`config.mk`:
```
export PLATFORM = sky130hd
export DESIGN_NAME = nand_op_sequencer
export DESIGN_NICKNAME = d
export VERILOG_FILES = /design/src/rtl/nand_seq_pkg.sv /design/src/rtl/nand_strobe_cycles.sv /design/src/rtl/nand_ready_timer.sv /design/src/rtl/nand_op_sequencer.sv
export SDC_FILE = /design/constraint.sdc
export NUM_CORES = 1
export LEC_CHECK = 0
export ABC_CLOCK_PERIOD_IN_PS = 2600
export BUFFER_PORTS_ARGS = -buffer_cell sky130_fd_sc_hd__buf_4
export CORE_MARGIN = 5
export CORE_UTILIZATION = 30
export CTS_CLUSTER_SIZE = 40
export DETAILED_ROUTE_END_ITERATION = 10
export HOLD_SLACK_MARGIN = 0.08
export PLACE_DENSITY = 0.45
export SYNTH_ARGS = -nofsm -noshare
export SYNTH_HDL_FRONTEND = slang
export SYNTH_SLANG_ARGS = --single-unit
```
`constraint.sdc`:
```
create_clock -name clk -period 2.6 [get_ports clk]
set_clock_uncertainty 0.2 [all_clocks]
set_input_delay 0.52 -clock clk [delete_from_list [all_inputs] [get_ports clk]]
set_output_delay 0.52 -clock clk [all_outputs]
set_load 0.01 [all_outputs]
```
`src/rtl/nand_seq_pkg.sv`:
```
package nand_seq_pkg;

    typedef enum logic [2:0] {
        INS_CMD  = 3'd0,
        INS_ADDR = 3'd1,
        INS_DOUT = 3'd2,
        INS_DIN  = 3'd3,
        INS_WAIT = 3'd4
    } ins_kind_e;

    typedef enum logic [3:0] {
        S_IDLE   = 4'd0,
        S_FETCH  = 4'd1,
        S_HOLD   = 4'd2,
        S_EXEC   = 4'd3,
        S_WSETUP = 4'd4,
        S_WPULSE = 4'd5,
        S_WREL   = 4'd6,
        S_RPULSE = 4'd7,
        S_RPUSH  = 4'd8,
        S_WAITRB = 4'd9,
        S_DRAIN  = 4'd10,
        S_CLOSE  = 4'd11
    } seq_state_e;

endpackage

```
`src/rtl/nand_strobe_cycles.sv`:
```
// Converts a minimum pulse time in picoseconds into a clock cycle count:
// round up to whole nanoseconds, then up to whole cycles, never below one.
module nand_strobe_cycles #(
    parameter int PS_W   = 16,
    parameter int CYC_W  = 8,
    parameter int CLK_NS = 20
) (
    input  logic             clk,
    input  logic             rst_n,
    input  logic [PS_W-1:0]  pulse_ps,
    output logic [CYC_W-1:0] cycles
);
    localparam int EXT_W = PS_W + 1;
    localparam logic [EXT_W-1:0] CYC_MAX = EXT_W'((1 << CYC_W) - 1);

    logic [EXT_W-1:0] ns_v, cyc_full;
    logic [CYC_W-1:0] cyc_d, cyc_q;

    always_comb begin
        ns_v     = ({1'b0, pulse_ps} + EXT_W'(999)) / EXT_W'(1000);
        cyc_full = (ns_v + EXT_W'(CLK_NS - 1)) / EXT_W'(CLK_NS);
        if (cyc_full == '0)
            cyc_d = CYC_W'(1);
        else if (cyc_full > CYC_MAX)
            cyc_d = CYC_MAX[CYC_W-1:0];
        else
            cyc_d = cyc_full[CYC_W-1:0];
    end

    always_ff @(posedge clk or negedge rst_n) begin
        if (!rst_n) cyc_q <= CYC_W'(1);
        else        cyc_q <= cyc_d;
    end

    assign cycles = cyc_q;

    // a strobe is never programmed shorter than one cycle
    assert_width_nonzero_R7: assert property (@(posedge clk) disable iff (!rst_n)
        cyc_q != '0);

endmodule

```
`src/rtl/nand_ready_timer.sv`:
```
// Millisecond budget for a ready wait: loaded with a count of ms, counts
// down while running, reports expiry when the budget reaches zero.
module nand_ready_timer #(
    parameter int MS_W       = 8,
    parameter int CYC_PER_MS = 50000
) (
    input  logic            clk,
    input  logic            rst_n,
    input  logic            load,
    input  logic [MS_W-1:0] ms_in,
    input  logic            run,
    output logic            expired
);
    localparam int SUB_W = (CYC_PER_MS > 1) ? $clog2(CYC_PER_MS) : 1;
    localparam logic [SUB_W-1:0] SUB_LAST = SUB_W'(CYC_PER_MS - 1);

    typedef struct packed {
        logic [MS_W-1:0]  ms;
        logic [SUB_W-1:0] sub;
    } tmr_t;

    tmr_t tmr_d, tmr_q;

    always_comb begin
        tmr_d = tmr_q;
        if (load) begin
            tmr_d.ms  = ms_in;
            tmr_d.sub = '0;
        end else if (run && tmr_q.ms != '0) begin
            if (tmr_q.sub == SUB_LAST) begin
                tmr_d.sub = '0;
                tmr_d.ms  = tmr_q.ms - MS_W'(1);
            end else begin
                tmr_d.sub = tmr_q.sub + SUB_W'(1);
            end
        end
    end

    always_ff @(posedge clk or negedge rst_n) begin
        if (!rst_n) tmr_q <= '0;
        else        tmr_q <= tmr_d;
    end

    assign expired = (tmr_q.ms == '0);

    // once the budget has run out it stays out until reloaded
    assert_expiry_sticky_R10: assert property (@(posedge clk) disable iff (!rst_n)
        (expired && !load) |=> expired);

endmodule

```
`src/rtl/nand_op_sequencer.sv`:
```
module nand_op_sequencer
    import nand_seq_pkg::*;
#(
    parameter int DATA_W     = 8,
    parameter int PS_W       = 16,
    parameter int CYC_W      = 8,
    parameter int CLK_NS     = 20,
    parameter int CYC_PER_MS = 50000
) (
    input  logic              clk,
    input  logic              rst_n,
    input  logic [PS_W-1:0]   cfg_wr_pulse_ps,
    input  logic [PS_W-1:0]   cfg_rd_pulse_ps,
    input  logic              wp_release,
    input  logic              wp_engage,
    input  logic              ins_valid,
    output logic              ins_ready,
    input  logic [2:0]        ins_type,
    input  logic [DATA_W-1:0] ins_byte,
    input  logic              ins_last,
    output logic              rd_valid,
    input  logic              rd_ready,
    output logic [DATA_W-1:0] rd_data,
    output logic              busy,
    output logic              done,
    output logic              done_err,
    output logic              bus_chip_en_n,
    output logic              bus_cmd_latch,
    output logic              bus_addr_latch,
    output logic              bus_wr_n,
    output logic              bus_rd_n,
    output logic              bus_wprot_n,
    output logic [DATA_W-1:0] bus_dq_out,
    output logic              bus_dq_drive,
    input  logic [DATA_W-1:0] bus_dq_in,
    input  logic              bus_ready
);

    typedef struct packed {
        seq_state_e        st;
        logic              ce_n;
        logic              cle;
        logic              ale;
        logic              we_n;
        logic              re_n;
        logic              wp_n;
        logic [DATA_W-1:0] dq;
        logic              oe;
        logic              rvalid;
        logic [DATA_W-1:0] rdata;
        logic              done;
        logic              derr;
        logic              err;
        logic [CYC_W-1:0]  cnt;
        logic [2:0]        kind;
        logic [DATA_W-1:0] val;
        logic              last;
    } seq_t;

    seq_t q, d;

    logic [CYC_W-1:0] wr_cycles, rd_cycles;
    logic             tmr_load, tmr_run, tmr_expired;
    logic             fin;

    nand_strobe_cycles #(.PS_W(PS_W), .CYC_W(CYC_W), .CLK_NS(CLK_NS)) u_wr_width (
        .clk      (clk),
        .rst_n    (rst_n),
        .pulse_ps (cfg_wr_pulse_ps),
        .cycles   (wr_cycles)
    );

    nand_strobe_cycles #(.PS_W(PS_W), .CYC_W(CYC_W), .CLK_NS(CLK_NS)) u_rd_width (
        .clk      (clk),
        .rst_n    (rst_n),
        .pulse_ps (cfg_rd_pulse_ps),
        .cycles   (rd_cycles)
    );

    assign tmr_load = (q.st == S_EXEC) && (q.kind == INS_WAIT);
    assign tmr_run  = (q.st == S_WAITRB);

    nand_ready_timer #(.MS_W(DATA_W), .CYC_PER_MS(CYC_PER_MS)) u_rb_timer (
        .clk     (clk),
        .rst_n   (rst_n),
        .load    (tmr_load),
        .ms_in   (q.val),
        .run     (tmr_run),
        .expired (tmr_expired)
    );

    always_comb begin
        d      = q;
        d.done = 1'b0;
        fin    = 1'b0;

        // write protect: engage has priority over release
        if (wp_engage)       d.wp_n = 1'b0;
        else if (wp_release) d.wp_n = 1'b1;

        unique case (q.st)
            S_IDLE: begin
                if (ins_valid) begin
                    d.ce_n = 1'b0;
                    d.st   = S_FETCH;
                end
            end
            S_FETCH: begin
                if (ins_valid) begin
                    d.kind = ins_type;
                    d.val  = ins_byte;
                    d.last = ins_last;
                    if (q.ale && ins_type != INS_ADDR) begin
                        d.ale = 1'b0;
                        d.st  = S_HOLD;
                    end else begin
                        d.st  = S_EXEC;
                    end
                end
            end
            S_HOLD: d.st = S_EXEC;
            S_EXEC: begin
                case (q.kind)
                    INS_CMD, INS_ADDR, INS_DOUT: begin
                        d.dq  = q.val;
                        d.oe  = 1'b1;
                        d.cle = (q.kind == INS_CMD);
                        d.ale = (q.kind == INS_ADDR);
                        d.st  = S_WSETUP;
                    end
                    INS_DIN: begin
                        if (q.oe) begin
                            d.oe = 1'b0;          // turnaround cycle
                        end else begin
                            d.re_n = 1'b0;
                            d.cnt  = CYC_W'(1);
                            d.st   = S_RPULSE;
                        end
                    end
                    INS_WAIT: d.st = S_WAITRB;
                    default:  fin  = 1'b1;         // unused type: no bus action
                endcase
            end
            S_WSETUP: begin
                d.we_n = 1'b0;
                d.cnt  = CYC_W'(1);
                d.st   = S_WPULSE;
            end
            S_WPULSE: begin
                if (q.cnt >= wr_cycles) begin
                    d.we_n = 1'b1;
                    d.st   = S_WREL;
                end else begin
                    d.cnt = q.cnt + CYC_W'(1);
                end
            end
            S_WREL: begin
                if (q.kind == INS_CMD) d.cle = 1'b0;
                fin = 1'b1;
            end
            S_RPULSE: begin
                if (q.cnt >= rd_cycles) begin
                    d.re_n   = 1'b1;
                    d.rdata  = bus_dq_in;
                    d.rvalid = 1'b1;
                    d.st     = S_RPUSH;
                end else begin
                    d.cnt = q.cnt + CYC_W'(1);
                end
            end
            S_RPUSH: begin
                if (rd_ready) begin
                    d.rvalid = 1'b0;
                    fin      = 1'b1;
                end
            end
            S_WAITRB: begin
                if (bus_ready) begin
                    fin = 1'b1;
                end else if (tmr_expired) begin
                    d.err = 1'b1;
                    d.st  = q.last ? S_CLOSE : S_DRAIN;
                end
            end
            S_DRAIN: begin
                if (ins_valid && ins_last) d.st = S_CLOSE;
            end
            S_CLOSE: begin
                d.ale  = 1'b0;
                d.cle  = 1'b0;
                d.ce_n = 1'b1;
                d.done = 1'b1;
                d.derr = q.err;
                d.err  = 1'b0;
                d.st   = S_IDLE;
            end
            default: d.st = S_IDLE;
        endcase

        if (fin) begin
            if (q.last) begin
                d.ale = 1'b0;
                d.cle = 1'b0;
                d.st  = S_CLOSE;
            end else begin
                d.st  = S_FETCH;
            end
        end
    end

    always_ff @(posedge clk or negedge rst_n) begin
        if (!rst_n) begin
            q      <= '0;
            q.st   <= S_IDLE;
            q.ce_n <= 1'b1;
            q.we_n <= 1'b1;
            q.re_n <= 1'b1;
        end else begin
            q <= d;
        end
    end

    assign ins_ready      = (q.st == S_FETCH) || (q.st == S_DRAIN);
    assign rd_valid       = q.rvalid;
    assign rd_data        = q.rdata;
    assign busy           = (q.st != S_IDLE);
    assign done           = q.done;
    assign done_err       = q.derr;
    assign bus_chip_en_n  = q.ce_n;
    assign bus_cmd_latch  = q.cle;
    assign bus_addr_latch = q.ale;
    assign bus_wr_n       = q.we_n;
    assign bus_rd_n       = q.re_n;
    assign bus_wprot_n    = q.wp_n;
    assign bus_dq_out     = q.dq;
    assign bus_dq_drive   = q.oe;

    // no strobe outside the chip-enable window
    assert_wr_under_ce_R2: assert property (@(posedge clk) disable iff (!rst_n)
        !bus_wr_n |-> !bus_chip_en_n);
    assert_rd_under_ce_R2: assert property (@(posedge clk) disable iff (!rst_n)
        !bus_rd_n |-> !bus_chip_en_n);

    // the two latch selects are never high together
    assert_latch_exclusive_R4: assert property (@(posedge clk) disable iff (!rst_n)
        !(bus_cmd_latch && bus_addr_latch));

    // bus driven and stable across a write strobe
    assert_wr_data_stable_R5: assert property (@(posedge clk) disable iff (!rst_n)
        !bus_wr_n |-> (bus_dq_drive && $stable(bus_dq_out)));

    // the block never drives against the flash during a read
    assert_rd_bus_released_R8: assert property (@(posedge clk) disable iff (!rst_n)
        !bus_rd_n |-> !bus_dq_drive);

    // read byte held under backpressure
    assert_rd_hold_R6: assert property (@(posedge clk) disable iff (!rst_n)
        (rd_valid && !rd_ready) |=> (rd_valid && $stable(rd_data)));

    // skipped entries cause no strobe
    assert_drain_quiet_R10: assert property (@(posedge clk) disable iff (!rst_n)
        (q.st == S_DRAIN) |-> (bus_wr_n && bus_rd_n));

    // engage request always lands
    assert_wp_engage_R11: assert property (@(posedge clk) disable iff (!rst_n)
        wp_engage |=> !bus_wprot_n);

    // idle gap after a latch select falls
    assert_cle_gap_R12: assert property (@(posedge clk) disable iff (!rst_n)
        $fell(bus_cmd_latch) |-> (bus_wr_n && bus_rd_n));
    assert_ale_gap_R12: assert property (@(posedge clk) disable iff (!rst_n)
        $fell(bus_addr_latch) |-> (bus_wr_n && bus_rd_n));

    // completion is a single-cycle pulse
    assert_done_pulse_R13: assert property (@(posedge clk) disable iff (!rst_n)
        done |=> !done);

endmodule

```
* Yosys cells after proc, flatten, opt, wreduce, memory -nomap -nowiden
Cells that the tools add are included. W data, S select, Z words.
Word-level totals: bits in latches 0, memories kept 0, input port bits 59, RAM bits 0, logic and storage cells 167, register bits after elaboration 91, output and inout bits 28, memory bits (read-only) 0
Cells by class: reduce and logical (&&, ||, !) cells 37, bitwise operators 0, $add $sub $neg 7, shifts and indexed selects 0, mux-type cells 56, magnitude comparators 4, multipliers 0, equality and inequality tests 37, divide/modulo/power cells 4
Operator list (number):
- $mux W8 | 9
- $mux W24 | 2
- $pmux W4 S10 | 1
- $mux W4 | 9
- $add A16 B10 Y17 const B | 2
- $add A17 B5 Y17 const B | 2
- $div A17 B10 Y17 const B | 2
- $div A17 B5 Y17 const B | 2
- $gt A17 B8 Y1 const B | 2
- $logic_not A17 Y1 | 2
- $pmux W8 S4 | 1
- $ne A3 B3 Y1 const B | 7
- $ne A2 B2 Y1 const B | 9
- $reduce_bool A2 Y1 | 9
- $mux W1 | 17
- $add A16 B1 Y16 const B | 1
- $eq A16 B16 Y1 const B | 1
- $eq A4 B3 Y1 const B | 4
- $eq A4 B4 Y1 const B | 4
- $ge A8 B8 Y1 | 2
- $mux W16 | 1
- $reduce_and A2 Y1 | 7
- $pmux W1 S2 | 6
- $pmux W4 S3 | 1
- 30 further kinds | 42

* Longest topological paths before layout
word-level depth 7, depth in mapped cells 35, depth with buffers taken out 30

* Hierarchy
A second synthesis with hierarchy kept.
Unflattened totals: cells, all modules 1334, area total of the unflattened synthesis 10363.7 um2
By module, submodules not included:
- nand_strobe_cycles | cells each 408, instances 2, area an instance 2800.2 um2, seq. area each 126.4 um2
- nand_op_sequencer | cells each 338, instances 1, area an instance 3223.1 um2, seq. area each 1280.0 um2
- nand_ready_timer | cells each 180, instances 1, area an instance 1540.2 um2, seq. area each 600.6 um2

* Worst setup path before layout
OpenSTA, ideal clock, no wires.
path type input -> register, start input port cfg_wr_pulse_ps[1], end register u_wr_width.cyc_q[0] (netlist: u_wr_width.cycles[0]), library setup time 0.088 ns, slack -5.160 ns, buffers on the path 2, cell stages on the path 32, data required time 2.312 ns, data arrival time 7.471 ns, path through inv_1 ha_1 nand2b_1 a2111oi_4 mux2_4 a211oi_2 and2_1 buf_2 nor2_1 a41o_1 and4_1 o31ai_1 nor2_1 a2111oi_1 nor2_1 o31ai_2 o2111ai_1 o2111a_1 a31o_4 and2_1 a2111o_1 o211ai_1 ha_1 or3_1 clkbuf_1 o21ai_0 a221oi_1 inv_1 nor3_1 a21oi_1 a21oi_1 o21ai_1
Between the ends: cells in the longest elaborated chain, start to end 7, elaborated cells on any way between the ends 8, those cells by class add/sub: 2; div: 2; order compare: 1; mux: 2; reduce/logical: 1
Ends and longest elaborated chain:
- from (decl) | RTL line nand_op_sequencer.sv:12 | input logic [PS_W-1:0] cfg_wr_pulse_ps,
- $add A16 B10 Y17 (*) | RTL line nand_strobe_cycles.sv:20 | ns_v = ({1'b0, pulse_ps} + EXT_W'(999)) / EXT_W'(1000);
- $div A17 B10 Y17 (*) | RTL line nand_strobe_cycles.sv:20
- $add A17 B5 Y17 (*) | RTL line nand_strobe_cycles.sv:21 | cyc_full = (ns_v + EXT_W'(CLK_NS - 1)) / EXT_W'(CLK_NS);
- $div A17 B5 Y17 (*) | RTL line nand_strobe_cycles.sv:21
- $gt A17 B8 Y1 | RTL line nand_strobe_cycles.sv:24 | else if (cyc_full > CYC_MAX)
- $mux W8 | RTL line nand_strobe_cycles.sv:24
- $mux W8 (*) | RTL line nand_strobe_cycles.sv:22 | if (cyc_full == '0)
- net u_wr_width.cyc_d[0] | RTL line nand_strobe_cycles.sv:17 | logic [CYC_W-1:0] cyc_d, cyc_q;
- to (signal assigned) | RTL line nand_strobe_cycles.sv:32 | else cyc_q <= cyc_d;
- to (decl) | RTL line nand_strobe_cycles.sv:17
Mark *: on every way through the listed nets, which the timed path passes. The rest lies on a longest branch. A chain may end at the register's enable or synchronous reset.

* Final worst setup path
start input port cfg_wr_pulse_ps[6], end register u_wr_width.cyc_q[0] (netlist: u_wr_width.cycles[0])
Same word-level chain as after synthesis.

==> results_dict.tcl <==
set metrics [dict create \
    drt-pass1-iter-count 5 \
    fin_util_pct 49.6 \
    dp_hpwl_um 24200 \
    p_seq_share_pct 20.9 \
    p_comb_share_pct 65.7 \
    cts_made_buffers 9 \
    hold_violations 0 \
    ys_warn_count 0 \
    die_w_um 183 \
    syn_avg_cell_area_um2 7.95 \
    end_kind "flip-flop" \
    powerDensity_nw_per_um2 693 \
    min_period_over_period_pct 263 \
    total_power_w 0.0102 \
    rsz0062_at_grt "true" \
    grt_use_total_pct 17.4 \
    crit_top_cell "buf_4" \
    slowest_stage "or3_4" \
    setup_viol 17 \
    failed_checks "setup timing" \
    crit_arrival_ns 6.91 \
    drive_gt1_share_pct 47.5 \
    antenna_found_initial 0 \
    grt_start_max_net_pins 54 \
    routed_wl_um 30800 \
    dieArea_um2 33700 \
    p_leak_nw 6.48 \
    cts.sinks 85 \
    maxCapViolCount 0 \
    tightest_slew_ns 0.546 \
    slew_headroom_pct 63.3 \
    power.internal_w 0.00605 \
    post-route-worst-setup-slack_ns -4.24 \
    synthFlopType "dfrtp_1" \
    ant_nets 0 \
    dp_cells 1950 \
    clock_power_share_pct 13.4 \
    gp_congestion 0.885 \
    async_reset_ff_share_pct 100 \
    synth_area_um2 9030 \
    crit_path_max_fanout 6 \
    clk_latency_ns 0.35 \
    drt-wirelength-per-cell_um 15.2 \
    path_buf_inv 4 \
    nFillCells 2855 \
    fp-row-count 63 \
    status "complete, but fails checks" \
    hp-class "input port to flip-flop" \
    finalCriticalPeriod_ns 6.84 \
    antenna_cells 0 \
    cp.required_ns 2.67 \
    seq_area_frac_synth_pct 23.6 \
    grt_pass1_vias 10200 \
    netlist_instances 1136 \
    fin_area_um2 14700 \
    grt_pass1_wl_um 49900 \
    cts_tree "built" \
    p_switching_w 0.00416 \
    grt_overflow 0 \
    portBuffers 86 \
    clockRootBuffer "clkbuf_16" \
    synthDistinctLibCells 112 \
    viasPerCell 5.16 \
    drt-initial-drc-count 506 \
    critPathLaunchType "input port" \
    core-area_um2 29700 \
    die_h_um 183 \
    final_cells 2030 \
    synth.area.top_cells "dfrtp_1 (22%), nor2_1 (4.9%), nand2_1 (4.8%), xnor2_1 (4.8%), o21ai_0 (4.0%)" \
    clk_pin_slew_ns 0.07 \
    worstSetupPathType "input port to flip-flop" \
    num_io_pins 87 \
    fin_nets 1714 \
    p_sw_share_pct 40.7 \
    drc 0 \
    peakVddDrop_uv 384 \
    synth_edf_count 0 \
    area_growth_pct 63.2 \
    synthDominantCellAreaShare_pct 22.2 \
    slew_viol_final 0 \
    ys_ff_latch 85 \
    clock_path_buffers 2 \
    initial_core_util_pct 30.4 \
    num_vias 10500 \
    placed_cell_area_um2 13100 \
    cts_htree_levels 3 \
    cp_top_family "compound AO/OA/AOI/OAI gates" \
    synth_top_area_cell "dfrtp_1" \
    max_freq_mhz 146 \
    critPathMaxStageDelay_ns 0.39 \
]
## metal layers
metal,up-vias,part of all wire (%),GRT usage [%]
met1,4972,47,23.3
met4,0,1.6,3.93
met3,39,3.1,1.96
met2,172,49,30.3
met5,-,0,0
li1,5298,-,-
## synth_stat cells, types with 17 or more instances
master    instances
o21ai_0          73
ha_1             20
nor3_1           42
a21oi_1          65
and2_1           21
xnor2_1          49
o211ai_1         19
xor2_1           18
nand3_1          43
buf_4            17
dfrtp_1          80
mux2_2           32
nor2_1          119
nand2_1         116
clkbuf_1         27
a31oi_1          23
inv_1            30
## registers in the layout, summed over array words and instances (netlist names)
name / cells
bus_cmd_latch: 1
rd_data: 8
bus_dq_out: 8
done: 1
q: 25
bus_rd_n: 1
bus_addr_latch: 1
bus_dq_drive: 1
u_rd_width.cycles: 5
u_wr_width.cycles: 5
bus_wr_n: 1
rd_valid: 1
u_rb_timer.tmr_q: 24
bus_chip_en_n: 1
done_err: 1
bus_wprot_n: 1
## cell families after synthesis
kind of cell	share of synthesized area, %
buf+inv	4.68
flops	23.6
mux	5.74
fa+ha+maj	2.88
simple gates	25.3
compound gates	31.0
xor+xnor	6.68
other cells	0.0415
## power groups by stage
| stage | Combinational, W | Clock (W) | Sequential [W] |
|---|---|---|---|
| 5_1_grt | 0.00731 | 0.00148 | 0.00221 |
| 2_1_floorplan | 0.00352 | 0 | 0.00204 |
| 4_1_cts | 0.00627 | 0.00142 | 0.00214 |
| 3_3_place_gp | 0.00580 | 0 | 0.00214 |
| 6_report | 0.00670 | 0.00137 | 0.00214 |
| 3_5_place_dp | 0.00582 | 0 | 0.00215 |
## cells in the final DEF (no fill, tap or decap), types with 19 or more instances in the layout
cell        n
mux2_2     23
o21ai_1    25
buf_4     515
a31oi_1    20
dfrtp_1    79
nand3_1    36
buf_6      25
nor2_1    112
a21oi_1    57
o21ai_0    50
nor3_1     35
xnor2_1    44
nand2_1   111
o211ai_1   19
inv_1      27
## through the flow
step	hold slack (ns)	setup TNS (ns)	setup WS (ns)
floorplan	0.0244	-33.15	-4.53
global placement	0.278	-39.48	-5.01
detailed placement	0.295	-38.77	-4.87
CTS	0.102	-32.65	-4.25
global route	0.107	-35.70	-4.57
finish	0.120	-32.15	-4.24
## worst paths after layout
kind / endpoint / slack (ns) / depth (start not counted) / from
min reg2reg: bus_wprot_n$_DFFE_PN0P_ / 0.31 / 2 / bus_wprot_n$_DFFE_PN0P_
min in group asynchronous: u_rb_timer.tmr_q[19]$_DFFE_PN0P_ / 0.46 / 2 / rst_n
min: bus_wprot_n$_DFFE_PN0P_ / 0.12 / 2 / wp_engage
max in group asynchronous: u_wr_width.cycles[0]$_DFF_PN1_ / 1.06 / 3 / rst_n
max reg2reg: q[15]$_DFFE_PN0P_ / -0.09 / 16 / q[12]$_DFFE_PN0P_
max: u_wr_width.cycles[0]$_DFF_PN1_ / -4.24 / 32 / cfg_wr_pulse_ps[6]
## final cells by class
cell class	count	area, um^2	area share [%]
repair buffers	544	4220	28.7
multi-input cells	963	7450	50.6
clock buffers	9	225	1.53
clock inverters	7	92.6	0.628
flip-flops and latches	85	2130	14.5
well taps	390	488	3.31
inverters	32	123	0.832
## timing repair
action / CTS / global route
setup endpoints to repair: 28 / 36
hold endpoints to repair: 31 / 0
gates resized for setup: 81 / 92
buffers inserted: 31 / 36
hold buffers: 1 / 0
pin swaps: 62 / 51
cloned: 2 / 0
Note: power is estimated with default switching activity, not from simulation.
